$ cat config.mk
export PLATFORM = sky130hd
export DESIGN_NAME = wdt_top
export DESIGN_NICKNAME = d
export VERILOG_FILES = /design/src/rtl/wdt_pkg.sv /design/src/rtl/wdt_counter.sv /design/src/rtl/wdt_ctrl.sv /design/src/rtl/wdt_top.sv
export SDC_FILE = /design/constraint.sdc
export NUM_CORES = 1
export LEC_CHECK = 0
export BUFFER_PORTS_ARGS = -buffer_cell sky130_fd_sc_hd__clkbuf_2
export CORE_UTILIZATION = 45
export DETAILED_ROUTE_END_ITERATION = 8
export PLACE_DENSITY = 0.66
export SLEW_MARGIN = 20
export SYNTH_ARGS = -nofsm -noshare
export SYNTH_HDL_FRONTEND = slang
export SYNTH_SLANG_ARGS = --single-unit
$ cat constraint.sdc
create_clock -name clk -period 3.75 [get_ports clk]
set_clock_uncertainty 0.15 [all_clocks]
set_input_delay 0.5625 -clock clk [delete_from_list [all_inputs] [get_ports clk]]
set_output_delay 0.5625 -clock clk [all_outputs]
set_load 0.005 [all_outputs]
$ cat src/rtl/wdt_pkg.sv
package wdt_pkg;

    // Event field encoding; 11 also means "timer stopped"
    typedef enum logic [1:0] {
        EV_RESET = 2'b00,
        EV_NMI   = 2'b01,
        EV_IRQ   = 2'b10,
        EV_OFF   = 2'b11
    } wdt_evt_e;

    localparam logic [1:0] ADR_RELOAD = 2'd0;
    localparam logic [1:0] ADR_LIVE   = 2'd1;
    localparam logic [1:0] ADR_CTRL   = 2'd2;

    localparam int FLAG_BIT = 15;
    localparam int CTRL_W   = 16;

endpackage

$ cat src/rtl/wdt_counter.sv
module wdt_counter #(
    parameter int CNT_W = 32
) (
    input  logic             clk,
    input  logic             rst_n,
    input  logic             ld_reload,
    input  logic [CNT_W-1:0] ld_val,
    input  logic             rearm,
    input  logic             run,
    output logic [CNT_W-1:0] live,
    output logic [CNT_W-1:0] reload,
    output logic             hit_zero
);

    typedef struct packed {
        logic [CNT_W-1:0] reload;
        logic [CNT_W-1:0] live;
    } cnt_state_t;

    localparam logic [CNT_W-1:0] ONE = CNT_W'(1);

    cnt_state_t st_d, st_q;
    logic       hit_d;

    always_comb begin
        st_d  = st_q;
        hit_d = 1'b0;
        if (ld_reload) begin
            st_d.reload = ld_val;
            st_d.live   = ld_val;
        end else if (rearm) begin
            st_d.live = st_q.reload;
        end else if (run && (st_q.live != '0)) begin
            st_d.live = st_q.live - ONE;
            hit_d     = (st_q.live == ONE);
        end
    end

    always_ff @(posedge clk or negedge rst_n) begin
        if (!rst_n) begin
            st_q <= '0;
        end else begin
            st_q <= st_d;
        end
    end

    assign live     = st_q.live;
    assign reload   = st_q.reload;
    assign hit_zero = hit_d;

endmodule

$ cat src/rtl/wdt_ctrl.sv
module wdt_ctrl
    import wdt_pkg::*;
(
    input  logic              clk,
    input  logic              rst_n,
    input  logic              ctl_we,
    input  logic [CTRL_W-1:0] ctl_wdata,
    input  logic              hit_zero,
    output logic              run,
    output logic              flag,
    output logic [1:0]        sel,
    output logic              evt_rst,
    output logic              evt_nmi,
    output logic              evt_irq
);

    typedef struct packed {
        wdt_evt_e   sel;
        logic       flag;
        logic [2:0] evt;   // {reset, nmi, irq}
    } ctl_state_t;

    ctl_state_t st_d, st_q;

    always_comb begin
        st_d     = st_q;
        st_d.evt = 3'b000;
        if (ctl_we) begin
            st_d.sel = wdt_evt_e'(ctl_wdata[2:1]);
            if (ctl_wdata[FLAG_BIT]) begin
                st_d.flag = 1'b0;
            end
        end
        if (hit_zero) begin
            st_d.flag = 1'b1;
            unique case (st_q.sel)
                EV_RESET: st_d.evt = 3'b100;
                EV_NMI:   st_d.evt = 3'b010;
                EV_IRQ:   st_d.evt = 3'b001;
                default:  st_d.evt = 3'b000;
            endcase
        end
    end

    always_ff @(posedge clk or negedge rst_n) begin
        if (!rst_n) begin
            st_q.sel  <= EV_OFF;
            st_q.flag <= 1'b0;
            st_q.evt  <= 3'b000;
        end else begin
            st_q <= st_d;
        end
    end

    assign run     = (st_q.sel != EV_OFF);
    assign flag    = st_q.flag;
    assign sel     = st_q.sel;
    assign evt_rst = st_q.evt[2];
    assign evt_nmi = st_q.evt[1];
    assign evt_irq = st_q.evt[0];

endmodule

$ cat src/rtl/wdt_top.sv
module wdt_top
    import wdt_pkg::*;
#(
    parameter int DATA_W = 32,
    parameter int CNT_W  = 32
) (
    input  logic              clk,
    input  logic              rst_n,
    input  logic              bus_we,
    input  logic [1:0]        bus_addr,
    input  logic [DATA_W-1:0] bus_wdata,
    output logic [DATA_W-1:0] bus_rdata,
    output logic              evt_rst_o,
    output logic              evt_nmi_o,
    output logic              evt_irq_o,
    output logic              wake_o
);

    localparam int PAD_W = DATA_W - CTRL_W;

    logic             wr_reload, wr_live, wr_ctrl;
    logic [CNT_W-1:0] live_cnt, reload_cnt;
    logic             hit_zero, run, exp_flag;
    logic [1:0]       evt_sel;
    logic [CTRL_W-1:0] ctrl_rd;

    assign wr_reload = bus_we && (bus_addr == ADR_RELOAD);
    assign wr_live   = bus_we && (bus_addr == ADR_LIVE);
    assign wr_ctrl   = bus_we && (bus_addr == ADR_CTRL);

    wdt_counter #(.CNT_W(CNT_W)) u_cnt (
        .clk      (clk),
        .rst_n    (rst_n),
        .ld_reload(wr_reload),
        .ld_val   (bus_wdata[CNT_W-1:0]),
        .rearm    (wr_live),
        .run      (run),
        .live     (live_cnt),
        .reload   (reload_cnt),
        .hit_zero (hit_zero)
    );

    wdt_ctrl u_ctl (
        .clk      (clk),
        .rst_n    (rst_n),
        .ctl_we   (wr_ctrl),
        .ctl_wdata(bus_wdata[CTRL_W-1:0]),
        .hit_zero (hit_zero),
        .run      (run),
        .flag     (exp_flag),
        .sel      (evt_sel),
        .evt_rst  (evt_rst_o),
        .evt_nmi  (evt_nmi_o),
        .evt_irq  (evt_irq_o)
    );

    assign ctrl_rd = {exp_flag, 12'd0, evt_sel, 1'b0};

    always_comb begin
        unique case (bus_addr)
            ADR_RELOAD: bus_rdata = DATA_W'(reload_cnt);
            ADR_LIVE:   bus_rdata = DATA_W'(live_cnt);
            ADR_CTRL:   bus_rdata = {{PAD_W{1'b0}}, ctrl_rd};
            default:    bus_rdata = '0;
        endcase
    end

    assign wake_o = exp_flag;

endmodule

## Word-level counts from Yosys, hierarchy flattened

Index checks and enable logic that the tools add are counted.

| cells by class | value |
|---|---|
| add/sub/neg operators | 1 |
| equal/unequal tests | 6 |
| mux-type cells | 11 |
| reductions and logical operators | 11 |

Operators by type and width:

| cell | count |
|---|---|
| 2-to-1 mux 32 bit | 3 |
| case mux 32 bit (3 select lines) | 1 |
| == test 32 x 1 -> 1 bit (second input constant) | 1 |
| nonzero test 32 bit | 1 |
| subtractor 32 x 1 -> 32 bit (second input constant) | 1 |
| case mux 3 bit (3 select lines) | 1 |
| 2-to-1 mux 1 bit | 5 |
| == test 2 x 1 -> 1 bit (second input constant) | 2 |
| == test 2 bit (second input constant) | 2 |
| logical AND 1 bit | 4 |
| zero test 2 bit | 2 |
| 2-to-1 mux 4 bit | 1 |
| nonzero test 2 bit | 2 |
| nonzero test 3 bit | 1 |
| != test 2 bit (second input constant) | 1 |
| AND reduction 2 bit | 1 |

| word-level totals | value |
|---|---|
| bits in registers | 70 |
| bits of input ports | 37 |
| output and inout bits | 36 |

## Depth between registers and ports, before layout

Gate-level depths: netlist of run 1.

| depth | value |
|---|---|
| word-level depth | 7 |
| mapped depth | 9 |
| depth with buffers taken out | 7 |

## Modules after synthesis

A second synthesis of run 1 with hierarchy kept.

| unflattened totals | value |
|---|---|
| cell total of the unflattened synthesis | 509 |
| area total of the unflattened synthesis | 4589.4 µm² |

Modules (own cells, without submodules):

| module | instances | cells an instance | area an instance (µm²) | seq. area each (µm²) |
|---|---|---|---|---|
| wdt_counter | 1 | 419 | 3791.1 | 1601.5 |
| wdt_top | 1 | 76 | 575.6 | 0.0 |
| wdt_ctrl | 1 | 14 | 222.7 | 152.6 |

## Worst setup path before layout of run 1

OpenSTA, ideal clock, no wires.

| path | value |
|---|---|
| path kind | input to output |
| start | input port bus_addr[0] |
| end | output port bus_rdata[0] |
| arrival time | 1.954 ns |
| required time | 3.037 ns |
| path slack | 1.084 ns |
| stages on the path | 5 |
| buffers on the path | 3 |
| cells stage by stage | clkbuf_1 > buf_1 > clkbuf_1 > mux2i_1 > nor2_1 |

| between the ends | value |
|---|---|
| cells in the longest elaborated chain, start to end | 2 |
| elaborated cells on any way between the ends | 4 |
| classes of those cells | eq/ne: 2; mux: 1; reduce/logical: 1 |

Ends and longest elaborated chain:

| what | RTL line | text |
|---|---|---|
| start, declared | wdt_top.sv:10 | `input logic [1:0] bus_addr,` |
| == test 2 bit (tied with other cells) | wdt_top.sv:60 | `unique case (bus_addr)` |
| case mux 32 bit (3 select lines) (*) | wdt_top.sv:60 |  |
| end, declared | wdt_top.sv:12 | `output logic [DATA_W-1:0] bus_rdata,` |

Mark *: on every way between the ends. The rest lies on a longest branch, timed or not.

## Final worst setup path of run 1

| path | value |
|---|---|
| start | register u_cnt.st_q, in the netlist u_cnt.live[10] |
| end | register u_cnt.st_q, in the netlist u_cnt.live[0] |

| between the ends | value |
|---|---|
| cells in the longest elaborated chain, start to end | 3 |

Ends and longest elaborated chain:

| what | RTL line | text |
|---|---|---|
| start, declared | wdt_counter.sv:22 | `cnt_state_t st_d, st_q;` |
| start signal, assigned | wdt_counter.sv:43 | `st_q <= st_d;` |
| nonzero test 32 bit | wdt_counter.sv:33 | `end else if (run && (st_q.live != '0)) begin` |
| logical AND 1 bit | wdt_counter.sv:33 |  |
| nonzero test 3 bit (no source line) | n/a |  |

No other way between the ends.
A chain may end at the register's enable or synchronous reset.

==> out/qor.yml, run 1 <==
outcome:
  status: "finished, final reports clean"
global_routing:
  grt-ovfl-total: 0
  track_usage: 0.239
  grt_pass1_wl_um: 19500
  antenna_found_initial: 0
  grt_max_degree: 58
  first_global_vias: 3854
timing:
  slew_headroom: 0.427
  tightest_slew_ns: 0.860
  setup-violations-final: 0
  maxSlewViolCount: 0
  clock.fmax_mhz: 319
  finalCriticalPeriod_ns: 3.13
  hold_viol: 0
  setup_tns_ns: 0
  rsz0062_at_grt: "no"
  min_period_over_period: 0.836
clock_tree:
  cts_root_buf: "clkbuf_8"
  clk_latency_ns: 0.35
  cts_resized: 0
  cts.sinks: 70
  hold_buffers: 0
  ctsLongestPathBuffers: 2
  htree_num_levels: 3
  path_clk_slew_ns: 0.08
  cts_tree: "built"
  post_cts_buffers: 0
  cts_inserted_buffers: 9
critical_path:
  critPathCaptureType: "register"
  critPathBufInv: 0
  critPathLaunchType: "register"
  crit_required_ns: 3.81
  worstReg2RegEnd: "u_cnt.live[0]"
  critPathMaxStageDelay_ns: 0.72
  worstPathMaxFanout: 19
  cp_num_cells: 5
  reg2reg_depth: 5
  critical_path.top_delay_family: "simple AND/OR/NAND/NOR gates"
  crit_start: "u_cnt.live[10]"
  cp_data_arrival_time_ns: 3.19
  crit_type: "reg2reg"
  critical_path.slowest_cell: "or3_1"
  cp-endpoint: "u_cnt.live[0]"
  r2r_start: "u_cnt.live[10]"
  r2r_slack_ns: 0.62
  path_cells: "or4_1, or3_4, or3_1, nand2_4, o311ai_0"
synthesis:
  synth_edf_count: 0
  async_flop_share: 1.00
  synth_cell_types: 49
  syn-num-nets: 537
  yosysMostFrequentCell: "dfrtp_1"
  yosys.area.top_type: "dfrtp_1"
  syn_inst: 497
  ys_seq_area_frac: 0.381
  ys.flop_type: "dfrtp_1"
  ys_top_cells_by_count: "68 x dfrtp_1, 61 x nor2_1, 48 x mux2i_1"
  postSynthAreaPerCell_sq_um: 9.25
  synth_top_area_share: 0.370
  ys_warn_count: 0
  syn_area_sq_um: 4600
  synth_seq_cells: 70
  netlist_top_cells_area: "dfrtp_1 37%, mux2i_1 10%, mux2_2 9.8%, nor2_1 5.0%, o21ai_0 2.8%"
pwr:
  p_per_area_nw_per_um2: 476
  power_leakage_uw: 0.00229
  power.total_uw: 2500
  peakVddDrop_mv: 0.198
route:
  drcViolationCount: 0
  detail-route-antenna-nets: 0
  wirelength_um: 11800
  dr.pass1.iters: 4
  routedWlPerCell_um: 17.2
  via_count: 4074
  post_drt_via_cell_ratio: 5.92
  drtIter0Drc: 187
floorplanning:
  die_h_um: 103
  dieArea_sq_um: 10600
  boundaryPins: 73
  initial_core_util: 0.468
  row_count: 36
  die_w_um: 103
  core_area_sq_um: 9820
min_path:
  min_path_type: "in2async"
layout:
  drive_gt1_frac: 0.274
  nets: 590
  fin_util: 0.535
  n_antenna_cell: 0
  syn2layout_area_growth_pct: 14.3
  nFillCells: 985
placement:
  routabilityCongestion: 0.894
  io_buffers: 72
  dp_hpwl_um: 8380
run:
  maxCapViolCount: 0
[per-stage QoR]
step                worst slack (ns)  hold WS (ns)  cell area [sq um]  std cells
detailed placement             0.633         0.363               5060        672
CTS                            0.621         0.202               5260        688
global placement               0.696         0.355               5060        672
finish                         0.616         0.176               5260        688
global route                   0.492         0.235               5260        688
floorplan                       1.08         0.117               4600        497
[registers in the layout, indices dropped and copies added, names as in the netlist]
| name | cells |
|---|---|
| u_ctl.evt_nmi | 1 |
| u_cnt.live | 32 |
| u_cnt.reload | 32 |
| u_ctl.flag | 1 |
| u_ctl.evt_irq | 1 |
| u_ctl.sel | 2 |
| u_ctl.evt_rst | 1 |
[routing by layer]
layer,part of all wire,global-route usage
met5,0,0
met4,0.017,0.0921
met3,0.046,0.0346
met2,0.46,0.371
met1,0.48,0.337
[cell usage in the layout, fill, tap and decap left out, types with 4 or more instances in the layout]
cell type  count
nor2b_1       10
o41ai_1        4
buf_4         11
o22a_1        10
nand4_1        7
or3_1          8
or4_1          5
a31oi_1       17
nand3_1        7
inv_1          4
dfrtp_1       68
nor4_1         7
nand2_1       24
a21oi_1       18
clkbuf_8      11
nor3_1        21
mux2_2        40
clkbuf_2      70
nor2_1        60
o21ai_0       26
o31ai_1       10
mux2i_1       48
a211oi_1      15
[worst min-delay path by stage]
stage / slack, ns / cells past startpoint / startpoint / to
floorplan: 0.12 / 0 / rst_n / u_cnt.live[0]
global placement: 0.36 / 1 / u_cnt.reload[25] / u_cnt.reload[25]
detailed placement: 0.36 / 1 / u_cnt.reload[0] / u_cnt.reload[0]
CTS: 0.20 / 1 / rst_n / u_cnt.reload[3]
global route: 0.24 / 1 / rst_n / u_cnt.reload[3]
finish: 0.18 / 1 / rst_n / u_cnt.reload[3]
[cell families after synthesis]
group,share of synthesized area
buffers and inverters,0.0465
flip-flops,0.381
adder cells (fa/ha/maj),0.00816
multiplexers,0.202
AND/OR/NAND/NOR,0.185
AO/OA/AOI/OAI,0.177
[report_power, final]
group | total, uW | internal [uW] | switching, uW
clock network | 635 | 341 | 294
logic | 703 | 345 | 357
registers | 1160 | 928 | 235
total | 2500 | 1610 | 886
[layout make-up]
type                       count  area (sq um)  area share
sequential                    70          1750       0.334
multi-input combinational    381          2640       0.503
inverter                       4          15.0     0.00286
clock buffer                  12           155      0.0295
timing repair buffer          84           478      0.0909
tap                          133           166      0.0317
clock inverter                 4          45.0     0.00857
(Power assumes the default switching activity.)
==> run 2: changes to the inputs <==
==> constraint.sdc (replaced) <==
create_clock -name clk -period 3.15 [get_ports clk]
set_clock_uncertainty 0.15 [all_clocks]
set_input_delay 0.4725 -clock clk [delete_from_list [all_inputs] [get_ports clk]]
set_output_delay 0.4725 -clock clk [all_outputs]
set_load 0.005 [all_outputs]
==> run 2 against run 1 <==
  * Cell area increased by 2.1%
  * Sequential power increased by 16%
  * Critical path type unchanged
  * Wire length increased by 2.4%
  * Largest power group unchanged
  * Sequential share of layout area decreased by 0.69 points
  * Worst setup slack got worse by 0.35 ns
  * Cell count increased by 2.0%
  * Register-to-register slack got worse by 0.35 ns
  * Clock power increased by 28%
  * Via count increased by 3.3%
  * Utilization increased by 1.1 points
==> out/qor.yml, run 2 (synthesis gave the netlist of run 1 again) <==
clock_tree:
  path_clk_slew_ns: 0.08
  hold_buffers: 0
  clk_latency_ns: 0.35
  cts_tree: "built"
  cts_root_buf: "clkbuf_8"
  cts.sinks: 70
  ctsLongestPathBuffers: 2
  cts_resized: 0
  cts_inserted_buffers: 9
  post_cts_buffers: 0
  htree_num_levels: 3
outcome:
  status: "finished, final reports clean"
timing:
  tightest_slew_ns: 0.866
  clock.fmax_mhz: 347
  hold_viol: 0
  maxSlewViolCount: 0
  setup_tns_ns: 0
  slew_headroom: 0.423
  finalCriticalPeriod_ns: 2.88
  min_period_over_period: 0.915
  rsz0062_at_grt: "no"
  setup-violations-final: 0
floorplanning:
  core_area_sq_um: 9820
  row_count: 36
  boundaryPins: 73
  initial_core_util: 0.468
  die_w_um: 103
  dieArea_sq_um: 10600
  die_h_um: 103
layout:
  final_area_sq_um: 5370
  final_common_cell: "clkbuf_2"
  drive_gt1_frac: 0.293
  nets: 604
  multi_input_area_sq_um: 2640
  final_cell_mix: "70 x clkbuf_2, 68 x dfrtp_1, 60 x nor2_1"
  fin_util: 0.547
  register_area_sq_um: 1750
  n_antenna_cell: 0
  syn2layout_area_growth_pct: 16.7
  nFillCells: 921
placement:
  routabilityCongestion: 0.846
  io_buffers: 72
  dp_hpwl_um: 8610
  placed_cell_area_sq_um: 5150
pwr:
  internal_power_uw: 2000
  pwr-share-clk: 0.264
  sw_frac_of_total: 0.351
  power_leakage_uw: 0.00236
  peakVddDrop_mv: 0.263
  pwr-share-comb: 0.298
  p_switching_uw: 1080
  p_per_area_nw_per_um2: 574
  seqPwrFrac: 0.438
critical_path:
  crit_required_ns: 3.21
  crit_type: "reg2reg"
  critical_path.slowest_cell: "or3_1"
  critical_path.top_delay_family: "simple AND/OR/NAND/NOR gates"
  critPathBufInv: 1
  cp_data_arrival_time_ns: 2.94
  critPathMaxStageDelay_ns: 0.62
  critPathLaunchType: "register"
  worstPathMaxFanout: 12
  critPathCaptureType: "register"
  r2r_slack_ns: 0.27
  path_cells: "or4_1, or3_4, or3_1, buf_4, a31oi_1, a21oi_1"
global_routing:
  antenna_found_initial: 0
  track_usage: 0.241
  grt_pass1_wl_um: 19500
  first_global_vias: 3801
  grt-ovfl-total: 0
  grt_max_degree: 62
route:
  post_drt_via_cell_ratio: 6.00
  drcViolationCount: 0
  via_count: 4209
  wirelength_um: 12100
  routedWlPerCell_um: 17.3
  drtIter0Drc: 352
  dr.pass1.iters: 4
  detail-route-antenna-nets: 0
run:
  maxCapViolCount: 0
min_path:
  min_path_type: "in2async"
## run 2: cell types whose count changed in the layout (fill, tap and decap cells not counted)
cell | previous run | this run
buf_4 | 11 | 26
clkbuf_8 | 11 | 13
buf_12 | 2 | 1
clkbuf_1 | 1 | 0
clkinv_2 | 3 | 2
## run 2: final cells by class
| class | count | share of cell area |
|---|---|---|
| Tap cell | 133 | 0.0310 |
| Multi-Input combinational cell | 381 | 0.492 |
| Timing Repair Buffer | 98 | 0.106 |
| Sequential cell | 70 | 0.327 |
| Clock buffer | 13 | 0.0333 |
| Clock inverter | 3 | 0.00746 |
| Inverter | 4 | 0.00280 |
## run 2: path summary, 6_finish.rpt
kind,startpoint,end,cells after the start
hold / removal,rst_n,u_cnt.reload[8],1
max in group asynchronous,rst_n,u_cnt.live[28],2
setup / recovery,u_cnt.live[10],u_cnt.live[14],6
hold reg to reg,u_cnt.reload[4],u_cnt.reload[4],1
setup reg to reg,u_cnt.live[10],u_cnt.live[14],6
min in group clk,bus_wdata[23],u_cnt.reload[23],3
## run 2: through the flow
stage	instances	power (uW)	hold slack (ns)	worst slack [ns]
floorplan	497	1930	0.0269	0.512
global placement	686	2240	0.356	0.300
detailed placement	686	2270	0.369	0.270
CTS	702	3080	0.105	0.268
global route	702	3260	0.148	0.126
finish	702	3080	0.0772	0.268
## run 2: power by group through the flow
stage	clock [uW]	combinational (uW)	sequential, uW
after CTS	823	919	1340
after detailed placement	0	913	1360
after global placement	0	895	1350
after global routing	856	1020	1380
after floorplan	0	648	1280
final	813	919	1350
## run 2: metal layers
metal / vias up / GRT usage / share of wire
li1: 2002 / - / -
met2: 154 / 0.376 / 0.46
met3: 10 / 0.0427 / 0.058
met4: 0 / 0.0726 / 0.011
met5: - / 0 / 0
met1: 2043 / 0.342 / 0.47
## run 2: worst reg2reg max path, cell delays in order, from the launching register on
cell,delay [ns]
dfrtp_1,0.46
or4_1,0.58
or3_4,0.42
or3_1,0.62
buf_4,0.28
a31oi_1,0.17
a21oi_1,0.05
==> run 3: changes to the inputs <==
--- a/config.mk
+++ b/config.mk
@@ -6,9 +6,12 @@
 export NUM_CORES = 1
 export LEC_CHECK = 0
 export BUFFER_PORTS_ARGS = -buffer_cell sky130_fd_sc_hd__clkbuf_2
+export CORE_ASPECT_RATIO = 0.75
+export CORE_MARGIN = 2
 export CORE_UTILIZATION = 45
 export DETAILED_ROUTE_END_ITERATION = 8
 export PLACE_DENSITY = 0.66
+export REMOVE_ABC_BUFFERS = 1
 export SLEW_MARGIN = 20
 export SYNTH_ARGS = -nofsm -noshare
 export SYNTH_HDL_FRONTEND = slang
==> run 3 against run 2 <==
  * Sequential share of layout area decreased by 0.20 points
  * Sequential power about the same
  * Critical path type unchanged
  * Critical path depth unchanged
  * Hold slack got worse by 0.0071 ns
  * Wire length increased by 2.4%
  * First-iteration DRC count decreased by 0.28%
  * Worst setup slack improved by 0.028 ns
==> out/qor.yml, run 3 (synthesis gave the netlist of run 1 again) <==
layout:
  final_cell_mix: "70 x clkbuf_2, 68 x dfrtp_1, 60 x nor2_1"
  final_common_cell: "clkbuf_2"
  nFillCells: 906
  final_area_sq_um: 5400
  nets: 601
  drive_gt1_frac: 0.285
  syn2layout_area_growth_pct: 17.4
  n_antenna_cell: 0
global_routing:
  grt_pass1_wl_um: 20700
  first_global_vias: 4027
  track_usage: 0.234
  grt_max_degree: 41
  grt-ovfl-total: 0
  antenna_found_initial: 0
critical_path:
  crit_start: "u_cnt.live[10]"
  path_cells: "or4_1, or3_4, or3_1, buf_4, nand2_4, o311ai_0"
  r2r_start: "u_cnt.live[10]"
  critical_path.slowest_cell: "or4_1"
  critPathMaxStageDelay_ns: 0.69
  critPathLaunchType: "register"
  cp_data_arrival_time_ns: 2.89
  worstPathMaxFanout: 17
  crit_type: "reg2reg"
  crit_required_ns: 3.18
  critPathCaptureType: "register"
timing:
  hold_viol: 0
  worst_slack_ns: 0.297
  finalCriticalPeriod_ns: 2.85
  slew_headroom: 0.412
  tightest_slew_ns: 0.878
  min_period_over_period: 0.906
  rsz0062_at_grt: "no"
  maxSlewViolCount: 0
  clock.fmax_mhz: 350
  setup-violations-final: 0
clock_tree:
  cts.sinks: 70
  cts_root_buf: "clkbuf_16"
  htree_num_levels: 3
  cts_inserted_buffers: 9
  clk_latency_ns: 0.33
  hold_buffers: 0
  ctsLongestPathBuffers: 2
  cts_tree: "built"
  path_clk_slew_ns: 0.05
  post_cts_buffers: 0
  cts_resized: 0
pwr:
  peakVddDrop_mv: 0.330
  power_leakage_uw: 0.00237
  p_per_area_nw_per_um2: 589
run:
  maxCapViolCount: 0
route:
  routedWlPerCell_um: 17.8
  drcViolationCount: 0
  drtIter0Drc: 351
  post_drt_via_cell_ratio: 6.03
  detail-route-antenna-nets: 0
  wirelength_um: 12400
  via_count: 4197
  dr.pass1.iters: 5
placement:
  routabilityCongestion: 0.850
  place_ws_ns: 0.331
  io_buffers: 72
  placed_cell_area_sq_um: 5130
  dp_hpwl_um: 8620
floorplanning:
  boundaryPins: 73
  die_w_um: 121
  initial_core_util: 0.469
  dieArea_sq_um: 11100
  core_area_sq_um: 9810
  row_count: 31
  die_h_um: 91.6
min_path:
  min_path_type: "in2async"
outcome:
  status: "finished, final reports clean"
## run 3: changes by cell type in the layout (fill, tap and decap cells not counted)
cell / delta
clkbuf_8: -10
buf_4: -3
bufinv_16: -1
clkbuf_1: +1
clkbuf_16: +9
clkinv_2: -1
## run 3: cell type report
cell class	count	area, sq um	area share
Timing Repair Buffer	95	548	0.101
Clock inverter	1	5.00	0.000927
Multi-Input combinational cell	381	2640	0.489
Inverter	4	15.0	0.00278
Tap cell	132	165	0.0306
Clock buffer	13	270	0.0500
Sequential cell	70	1750	0.325
## run 3: power breakdown
group / internal, uW / leakage, uW / switching, uW
clock: 587 / 0.000138 / 357
sequential: 1110 / 0.000829 / 264
combinational: 419 / 0.00140 / 448
total: 2110 / 0.00237 / 1070
## run 3: critical path: cells and delay by family, from the launching register on
kind | cells | cell delay [ns]
AO/OA/AOI/OAI | 1 | 0.14
buffers and inverters | 1 | 0.21
flip-flops | 1 | 0.45
AND/OR/NAND/NOR | 4 | 1.74
## run 3: layer usage
layer / track usage / part of all wire
met3: 0.0540 / 0.070
met2: 0.350 / 0.44
met1: 0.339 / 0.48
met5: 0 / 0
met4: 0.0601 / 0.013
## run 3: path summary, 6_finish.rpt
path | end | slack, ns | depth (start not counted)
worst max-delay path | u_cnt.live[0] | 0.30 | 6
worst min-delay path | u_cnt.reload[9] | 0.07 | 1
worst max register to register | u_cnt.live[0] | 0.30 | 6
worst min register to register | u_cnt.reload[13] | 0.38 | 1
max in group asynchronous | u_ctl.sel[0] | 2.03 | 2
min in group clk | u_cnt.reload[23] | 0.22 | 3
## run 3: through the flow
step	setup TNS [ns]	utilization	total power, uW	hold slack (ns)	instances
2_1_floorplan	-19.66	-	1870	0.0269	455
3_3_place_gp	0	0.522	2210	0.357	682
3_5_place_dp	0	0.522	2250	0.367	682
4_1_cts	0	0.550	3200	0.0940	696
5_1_grt	0	0.550	3390	0.146	696
6_report	0	0.550	3180	0.0701	696
